File: config.mk
export PLATFORM = sky130hd
export DESIGN_NAME = rename3_stage
export DESIGN_NICKNAME = d
export VERILOG_FILES = /design/src/rtl/rn_pkg.sv /design/src/rtl/rn_alias_table.sv /design/src/rtl/rn_free_list.sv /design/src/rtl/rn_bypass.sv /design/src/rtl/rename3_stage.sv
export SDC_FILE = /design/constraint.sdc
export NUM_CORES = 2
export LEC_CHECK = 0
export BUFFER_PORTS_ARGS = -buffer_cell sky130_fd_sc_hd__buf_4
export CAP_MARGIN = 20
export CORE_AREA = 2 2 460 462
export DETAILED_ROUTE_END_ITERATION = 10
export DIE_AREA = 0 0 462 464
export PLACE_DENSITY_LB_ADDON = 0.05
export RECOVER_POWER = 25
export SYNTH_ARGS = -nofsm -noshare
export SYNTH_HDL_FRONTEND = slang
export SYNTH_SLANG_ARGS = --single-unit
File: constraint.sdc
create_clock -name clk_i -period 6.3 [get_ports clk_i]
set_input_delay 0.945 -clock clk_i [delete_from_list [all_inputs] [get_ports clk_i]]
set_output_delay 0.945 -clock clk_i [all_outputs]
set_load 0.02 [all_outputs]
File: src/rtl/rn_pkg.sv
package rn_pkg;
  parameter int NARCH = 32;
  parameter int NPHYS = 64;
  parameter int WIDTH = 3;
  localparam int AW = $clog2(NARCH);
  localparam int PW = $clog2(NPHYS);
  localparam int CW = $clog2(NPHYS + 1);
  localparam int NFREE = NPHYS - NARCH;
endpackage

File: src/rtl/rn_alias_table.sv
module rn_alias_table
  import rn_pkg::*;
(
  input  logic                          clk_i,
  input  logic                          rst_ni,
  input  logic [WIDTH-1:0][AW-1:0]      rd_a_i,
  input  logic [WIDTH-1:0][AW-1:0]      rd_b_i,
  input  logic [WIDTH-1:0][AW-1:0]      rd_d_i,
  output logic [WIDTH-1:0][PW-1:0]      map_a_o,
  output logic [WIDTH-1:0][PW-1:0]      map_b_o,
  output logic [WIDTH-1:0][PW-1:0]      map_d_o,
  input  logic [WIDTH-1:0]              we_i,
  input  logic [WIDTH-1:0][AW-1:0]      waddr_i,
  input  logic [WIDTH-1:0][PW-1:0]      wtag_i
);
  logic [PW-1:0] map_q [NARCH];

  for (genvar k = 0; k < WIDTH; k++) begin : g_rd
    assign map_a_o[k] = map_q[rd_a_i[k]];
    assign map_b_o[k] = map_q[rd_b_i[k]];
    assign map_d_o[k] = map_q[rd_d_i[k]];
  end

  // slot order: the youngest writer wins
  always_ff @(posedge clk_i or negedge rst_ni) begin
    if (!rst_ni) begin
      for (int i = 0; i < NARCH; i++) map_q[i] <= PW'(i);
    end else begin
      for (int k = 0; k < WIDTH; k++)
        if (we_i[k]) map_q[waddr_i[k]] <= wtag_i[k];
    end
  end
endmodule

File: src/rtl/rn_free_list.sv
module rn_free_list
  import rn_pkg::*;
(
  input  logic                     clk_i,
  input  logic                     rst_ni,
  input  logic [CW-1:0]            pop_n_i,
  input  logic                     push_i,
  input  logic [PW-1:0]            push_tag_i,
  output logic [WIDTH-1:0][PW-1:0] peek_o,
  output logic [CW-1:0]            cnt_o
);
  logic [PW-1:0] fl_q [NPHYS];
  logic [PW-1:0] head_q, tail_q;
  logic [CW-1:0] cnt_q;

  for (genvar k = 0; k < WIDTH; k++) begin : g_peek
    assign peek_o[k] = fl_q[head_q + PW'(k)];
  end
  assign cnt_o = cnt_q;

  always_ff @(posedge clk_i or negedge rst_ni) begin
    if (!rst_ni) begin
      for (int i = 0; i < NPHYS; i++)
        fl_q[i] <= (i < NFREE) ? PW'(NARCH + i) : '0;
      head_q <= '0;
      tail_q <= PW'(NFREE);
      cnt_q  <= CW'(NFREE);
    end else begin
      if (push_i) begin
        fl_q[tail_q] <= push_tag_i;
        tail_q       <= tail_q + 1'b1;
      end
      head_q <= head_q + PW'(pop_n_i);
      cnt_q  <= cnt_q - pop_n_i + CW'(push_i);
    end
  end

  AST_NO_UNDERFLOW: assert property (@(posedge clk_i) disable iff (!rst_ni)
    pop_n_i <= cnt_q);
  AST_NO_OVERFLOW: assert property (@(posedge clk_i) disable iff (!rst_ni)
    push_i |-> (32'(cnt_q) + 1 - 32'(pop_n_i)) <= NPHYS);
endmodule

File: src/rtl/rn_bypass.sv
module rn_bypass
  import rn_pkg::*;
(
  input  logic [WIDTH-1:0]         wr_i,
  input  logic [WIDTH-1:0][AW-1:0] src_a_i,
  input  logic [WIDTH-1:0][AW-1:0] src_b_i,
  input  logic [WIDTH-1:0][AW-1:0] dst_i,
  input  logic [WIDTH-1:0][PW-1:0] map_a_i,
  input  logic [WIDTH-1:0][PW-1:0] map_b_i,
  input  logic [WIDTH-1:0][PW-1:0] map_d_i,
  input  logic [WIDTH-1:0][PW-1:0] new_i,
  output logic [WIDTH-1:0][PW-1:0] psrc_a_o,
  output logic [WIDTH-1:0][PW-1:0] psrc_b_o,
  output logic [WIDTH-1:0][PW-1:0] pold_o
);
  // later j overrides earlier: nearest older writer wins
  always_comb begin
    for (int k = 0; k < WIDTH; k++) begin
      psrc_a_o[k] = map_a_i[k];
      psrc_b_o[k] = map_b_i[k];
      pold_o[k]   = map_d_i[k];
      for (int j = 0; j < WIDTH; j++) begin
        if (j < k && wr_i[j]) begin
          if (dst_i[j] == src_a_i[k]) psrc_a_o[k] = new_i[j];
          if (dst_i[j] == src_b_i[k]) psrc_b_o[k] = new_i[j];
          if (dst_i[j] == dst_i[k])   pold_o[k]   = new_i[j];
        end
      end
    end
  end
endmodule

File: src/rtl/rename3_stage.sv
module rename3_stage
  import rn_pkg::*;
(
  input  logic                  clk_i,
  input  logic                  rst_ni,
  input  logic [WIDTH-1:0]      slot_vld_i,
  input  logic [WIDTH-1:0]      slot_wr_i,
  input  logic [WIDTH*AW-1:0]   src_a_i,
  input  logic [WIDTH*AW-1:0]   src_b_i,
  input  logic [WIDTH*AW-1:0]   dst_i,
  input  logic                  rel_vld_i,
  input  logic [PW-1:0]         rel_tag_i,
  output logic                  ready_o,
  output logic [WIDTH*PW-1:0]   psrc_a_o,
  output logic [WIDTH*PW-1:0]   psrc_b_o,
  output logic [WIDTH*PW-1:0]   pdst_o,
  output logic [WIDTH*PW-1:0]   pold_o
);
  logic [WIDTH-1:0][AW-1:0] src_a, src_b, dst;
  logic [WIDTH-1:0][PW-1:0] map_a, map_b, map_d, peek, new_tag;
  logic [WIDTH-1:0][PW-1:0] psrc_a, psrc_b, pold;
  logic [WIDTH-1:0]         wr_eff;
  logic [CW-1:0]            ndst, cnt, pop_n;

  assign src_a  = src_a_i;
  assign src_b  = src_b_i;
  assign dst    = dst_i;
  assign wr_eff = slot_vld_i & slot_wr_i;

  // hand out free-list heads to writing slots in slot order
  always_comb begin
    int acc;
    acc = 0;
    new_tag = '0;
    for (int k = 0; k < WIDTH; k++) begin
      if (wr_eff[k]) begin
        new_tag[k] = peek[acc];
        acc++;
      end
    end
    ndst = CW'(acc);
  end

  assign ready_o = (cnt >= ndst);
  assign pop_n   = ready_o ? ndst : '0;

  rn_alias_table i_rat (
    .clk_i   (clk_i),
    .rst_ni  (rst_ni),
    .rd_a_i  (src_a),
    .rd_b_i  (src_b),
    .rd_d_i  (dst),
    .map_a_o (map_a),
    .map_b_o (map_b),
    .map_d_o (map_d),
    .we_i    (wr_eff & {WIDTH{ready_o}}),
    .waddr_i (dst),
    .wtag_i  (new_tag)
  );

  rn_free_list i_fl (
    .clk_i      (clk_i),
    .rst_ni     (rst_ni),
    .pop_n_i    (pop_n),
    .push_i     (rel_vld_i),
    .push_tag_i (rel_tag_i),
    .peek_o     (peek),
    .cnt_o      (cnt)
  );

  rn_bypass i_byp (
    .wr_i     (wr_eff),
    .src_a_i  (src_a),
    .src_b_i  (src_b),
    .dst_i    (dst),
    .map_a_i  (map_a),
    .map_b_i  (map_b),
    .map_d_i  (map_d),
    .new_i    (new_tag),
    .psrc_a_o (psrc_a),
    .psrc_b_o (psrc_b),
    .pold_o   (pold)
  );

  assign psrc_a_o = psrc_a;
  assign psrc_b_o = psrc_b;
  assign pdst_o   = new_tag;
  assign pold_o   = pold;

  for (genvar k = 0; k < WIDTH; k++) begin : g_ast
    AST_OLD_NE_NEW: assert property (@(posedge clk_i) disable iff (!rst_ni)
      (ready_o && wr_eff[k]) |-> pold[k] != new_tag[k]);
    for (genvar j = k + 1; j < WIDTH; j++) begin : g_pair
      AST_NEW_DISTINCT: assert property (@(posedge clk_i) disable iff (!rst_ni)
        (ready_o && wr_eff[k] && wr_eff[j]) |-> new_tag[k] != new_tag[j]);
    end
  end

  AST_CHAIN_SLOT1: assert property (@(posedge clk_i) disable iff (!rst_ni)
    (ready_o && wr_eff[0] && slot_vld_i[1] && src_a[1] == dst[0])
      |-> psrc_a[1] == new_tag[0]);
  AST_STALL_HOLDS: assert property (@(posedge clk_i) disable iff (!rst_ni)
    (!ready_o && !rel_vld_i) |=> $stable(cnt));
endmodule

==> metrics.md <==
| Metric | Value |
|---|---|
| Critical Path Source | i_fl.head_q[0] |
| Crit path launch type | flop |
| Maxcap violations | 1 |
| Clk_lat worst skew | 0.77 ns |
| Die W | 462 um |
| Vias in the first global route | 43,500 |
| Number of port buffers | 132 |
| Initial drt markers | 5,798 |
| CTS tree | done |
| Pin count of the biggest net entering global routing | 97 |
| Worst reg2reg startpoint | i_fl.head_q[0] |
| Top FF cell, synth | dfrtp_1 |
| Cell variety after synth | 88 |
| Yosys top cell area share | 0.339 |
| FMAX | 162 MHz |
| Register area share after synthesis | 0.291 |
| DP HPWL | 217,000 um |
| First-pass DRT Iterations | 6 |
| WS Path Type | flop to output port |
| GRT Util Overall | 0.279 |
| Placed cell count | 7,047 |
| CTS Root Cell | clkbuf_16 |
| ANT nets after route | 0 |
| WP data required | 5.35 ns |
| Status | finished with violations |
| Via density | 6.23 |
| Actual slew at the worst max-slew pin | 5.05 ns |
| Total grt overflow | 0 |
| Area grow syn2layout | 15.2% |
| Final wirelength | 304,000 um |
| Grt met3 use | 0.0689 |
| Final min period | 6.17 ns |
| Clock transition at path regs | 0.06 ns |
| Worst Skew | 0.0796 ns |
| Leading area contributor after synthesis | mux4_2 |
| Row count | 168 |
| Cell Area, Synth | 52,000 um^2 |
| Async SR Flop Fraction | 1.00 |
| H-tree levels | 3 |
| Met2 GRT Util | 0.393 |
| Die height | 464 um |
| Unrepaired setup endpoints after global routing | no |
| EDFF count, synth | 0 |
| Post-DP Area | 56,900 um^2 |
| Mapped Cells | 4,290 |
| Syn Nets | 4,377 |
| Largest cells by area after synthesis | mux4_2 (34%), dfrtp_1 (19%), dfstp_2 (9.8%) |
| Most used routing layer | met1 |
| Peak supply drop | 0.378 mV |
| Number of antenna violations at the first check in global routing | 14 |
| Final hold slack | 0.532 ns |
| YS warnings | 0 |
| Io pins | 133 |
| Critical path fanouts, max | 65 |
| CP endpoint kind | output port |
| Final nets | 4,422 |
| Met1 GRT Util | 0.407 |
| PD cells | 579 nW/um^2 |
| Leak Pwr | 0.0229 uW |
| FF+latch count, synth | 595 |
| Tcrit/Tclk final | 0.979 |
| Fin. max-slew vios | 91 |
| Final instance area | 59,900 um^2 |
| Drt wl/cell | 42.1 um |
| Final setup viols | 0 |
| Critical Path AT | 5.23 ns |
| Via count | 45,000 |
| DRC viols | 0 |
| Beginning of the worst hold path | rel_tag_i[2] |
| Final std cells w/o fill | 7,223 |
| Synth Area per Inst | 12.1 um^2 |
| GPL Wtd Cong | 0.923 |
| Initial Util | 0.249 |
| Die area | 214,000 um^2 |
| Worst rel slew slack | -2.37 |
| Failing checks | capacitance limit, slew limit |
| Core area | 209,000 um^2 |
| Max clock buf depth | 3 |
| Final setup TNS | 0 ns |
| Num CTS Buffers | 85 |
| Hold Path Class | input pin to flop |
| Share of cells above drive strength 1 | 0.456 |
| Hold Vio Cnt, Final | 0 |
| First-pass GRT wire length | 411,000 um |
| CTS sink count | 595 |
-- flip-flops by register name, summed over array words and instances, names as in the netlist --
name	cells
i_rat.map_q	192
i_fl.cnt_o	7
i_fl.fl_q	384
i_fl.tail_q	6
i_fl.head_q	6
-- worst max-delay path, stage by stage (launching register included) --
cell     delay [ns]
dfrtp_4        0.57
buf_12         0.41
buf_4          0.39
mux4_2         0.30
o22ai_1        0.08
nor3_1         0.82
o32a_2         0.62
mux2i_2        0.28
buf_4          0.24
nor2_1         0.47
buf_4          0.25
-- layout make-up --
cell class / count / area [um^2]
Clock buffer: 132 / 2500
Sequential cell: 595 / 15100
Tap cell: 2805 / 3510
Timing Repair Buffer: 375 / 3030
Fill cell: 21500 / 149000
Antenna cell: 12 / 30.0
Inverter: 37 / 139
Clock inverter: 26 / 465
Multi-Input combinational cell: 3241 / 35100
-- report_power, final --
part | internal, uW | switching (uW)
sequential | 5650 | 3790
clock | 3050 | 2200
combinational | 8490 | 11500
total | 17200 | 17500
-- Yosys cell counts, drive strengths merged, types with 6 or more instances --
| cell | count |
|---|---|
| or3 | 13 |
| clkbuf | 212 |
| dfstp | 194 |
| a221o | 14 |
| nand2 | 361 |
| mux2i | 151 |
| xor2 | 41 |
| o221ai | 15 |
| and3 | 17 |
| a21o | 6 |
| nand2b | 16 |
| nor2b | 12 |
| o21ai | 153 |
| or2 | 8 |
| mux4 | 783 |
| o211ai | 68 |
| a22o | 32 |
| nor3 | 72 |
| nor3b | 10 |
| dfrtp | 401 |
| a32oi | 6 |
| o2111ai | 18 |
| nor4 | 10 |
| a22oi | 55 |
| a31oi | 25 |
| buf | 205 |
| and2 | 24 |
| nand3 | 114 |
| o2bb2ai | 8 |
| and3b | 6 |
| a211oi | 23 |
| o221a | 22 |
| a221oi | 33 |
| nand4 | 32 |
| o32ai | 14 |
| xnor2 | 27 |
| ha | 25 |
| nand3b | 12 |
| o22ai | 69 |
| nor2 | 301 |
| mux2 | 445 |
| a21oi | 133 |
| inv | 36 |
| o32a | 8 |
-- stage by stage --
step	setup WS, ns	util	power (uW)
after floorplan	0.113	-	19000
after global placement	0.483	0.272	29000
after detailed placement	0.521	0.272	28900
after CTS	0.00665	0.286	34400
after global routing	0.0311	0.286	35700
final	0.129	0.287	34700
-- routing by layer --
metal,part of all wire,vias to the layer above,wire (um)
li1,-,17400,-
met1,0.45,24700,137000
met2,0.42,2472,127000
met3,0.088,444,26900
met4,0.041,10,12500
met5,0.00021,-,63
-- kinds of logic (layout without fill, tap and decap cells) --
group | after synthesis | after routing | synth area share
buf+inv | 454 | 570 | 0.0385
other cells | 0 | 12 | 0
simple gates | 1018 | 1018 | 0.0875
mux | 1379 | 1379 | 0.464
compound gates | 749 | 749 | 0.0999
flops | 595 | 595 | 0.291
fa+ha+maj | 27 | 27 | 0.00678
xor+xnor | 68 | 68 | 0.0118
-- layout by cell type, fill, tap and decap left out, types with 85 or more instances in the layout --
master / instances
a21oi_1: 130
buf_4: 351
clkbuf_16: 85
dfrtp_1: 398
dfstp_2: 194
mux2_2: 445
mux2i_1: 150
mux4_2: 783
nand2_1: 361
nand3_1: 114
nor2_1: 301
o21ai_0: 147
-- repair_timing --
| action | CTS | global route |
|---|---|---|
| resized for setup | 2 | 1 |
| setup endpoints to repair | 12 | 7 |
| setup buffers | 1 | 3 |
| pin swaps | 1 | 1 |
| hold buffers | 0 | 0 |
-- worst paths after layout --
| kind | endpoint | slack, ns | depth (start not counted) |
|---|---|---|---|
| setup / recovery | pdst_o[7] | 0.13 | 10 |
| hold / removal | i_fl.fl_q[62] | 0.53 | 2 |
| setup reg to reg | i_rat.map_q[181] | 1.17 | 11 |
| hold reg to reg | i_fl.fl_q[249] | 0.55 | 1 |
| max in group asynchronous | i_fl.fl_q[132] | 1.26 | 1 |
| min in group asynchronous | i_fl.fl_q[370] | 2.20 | 1 |
No activity file was read; power rests on OpenSTA's default activity.
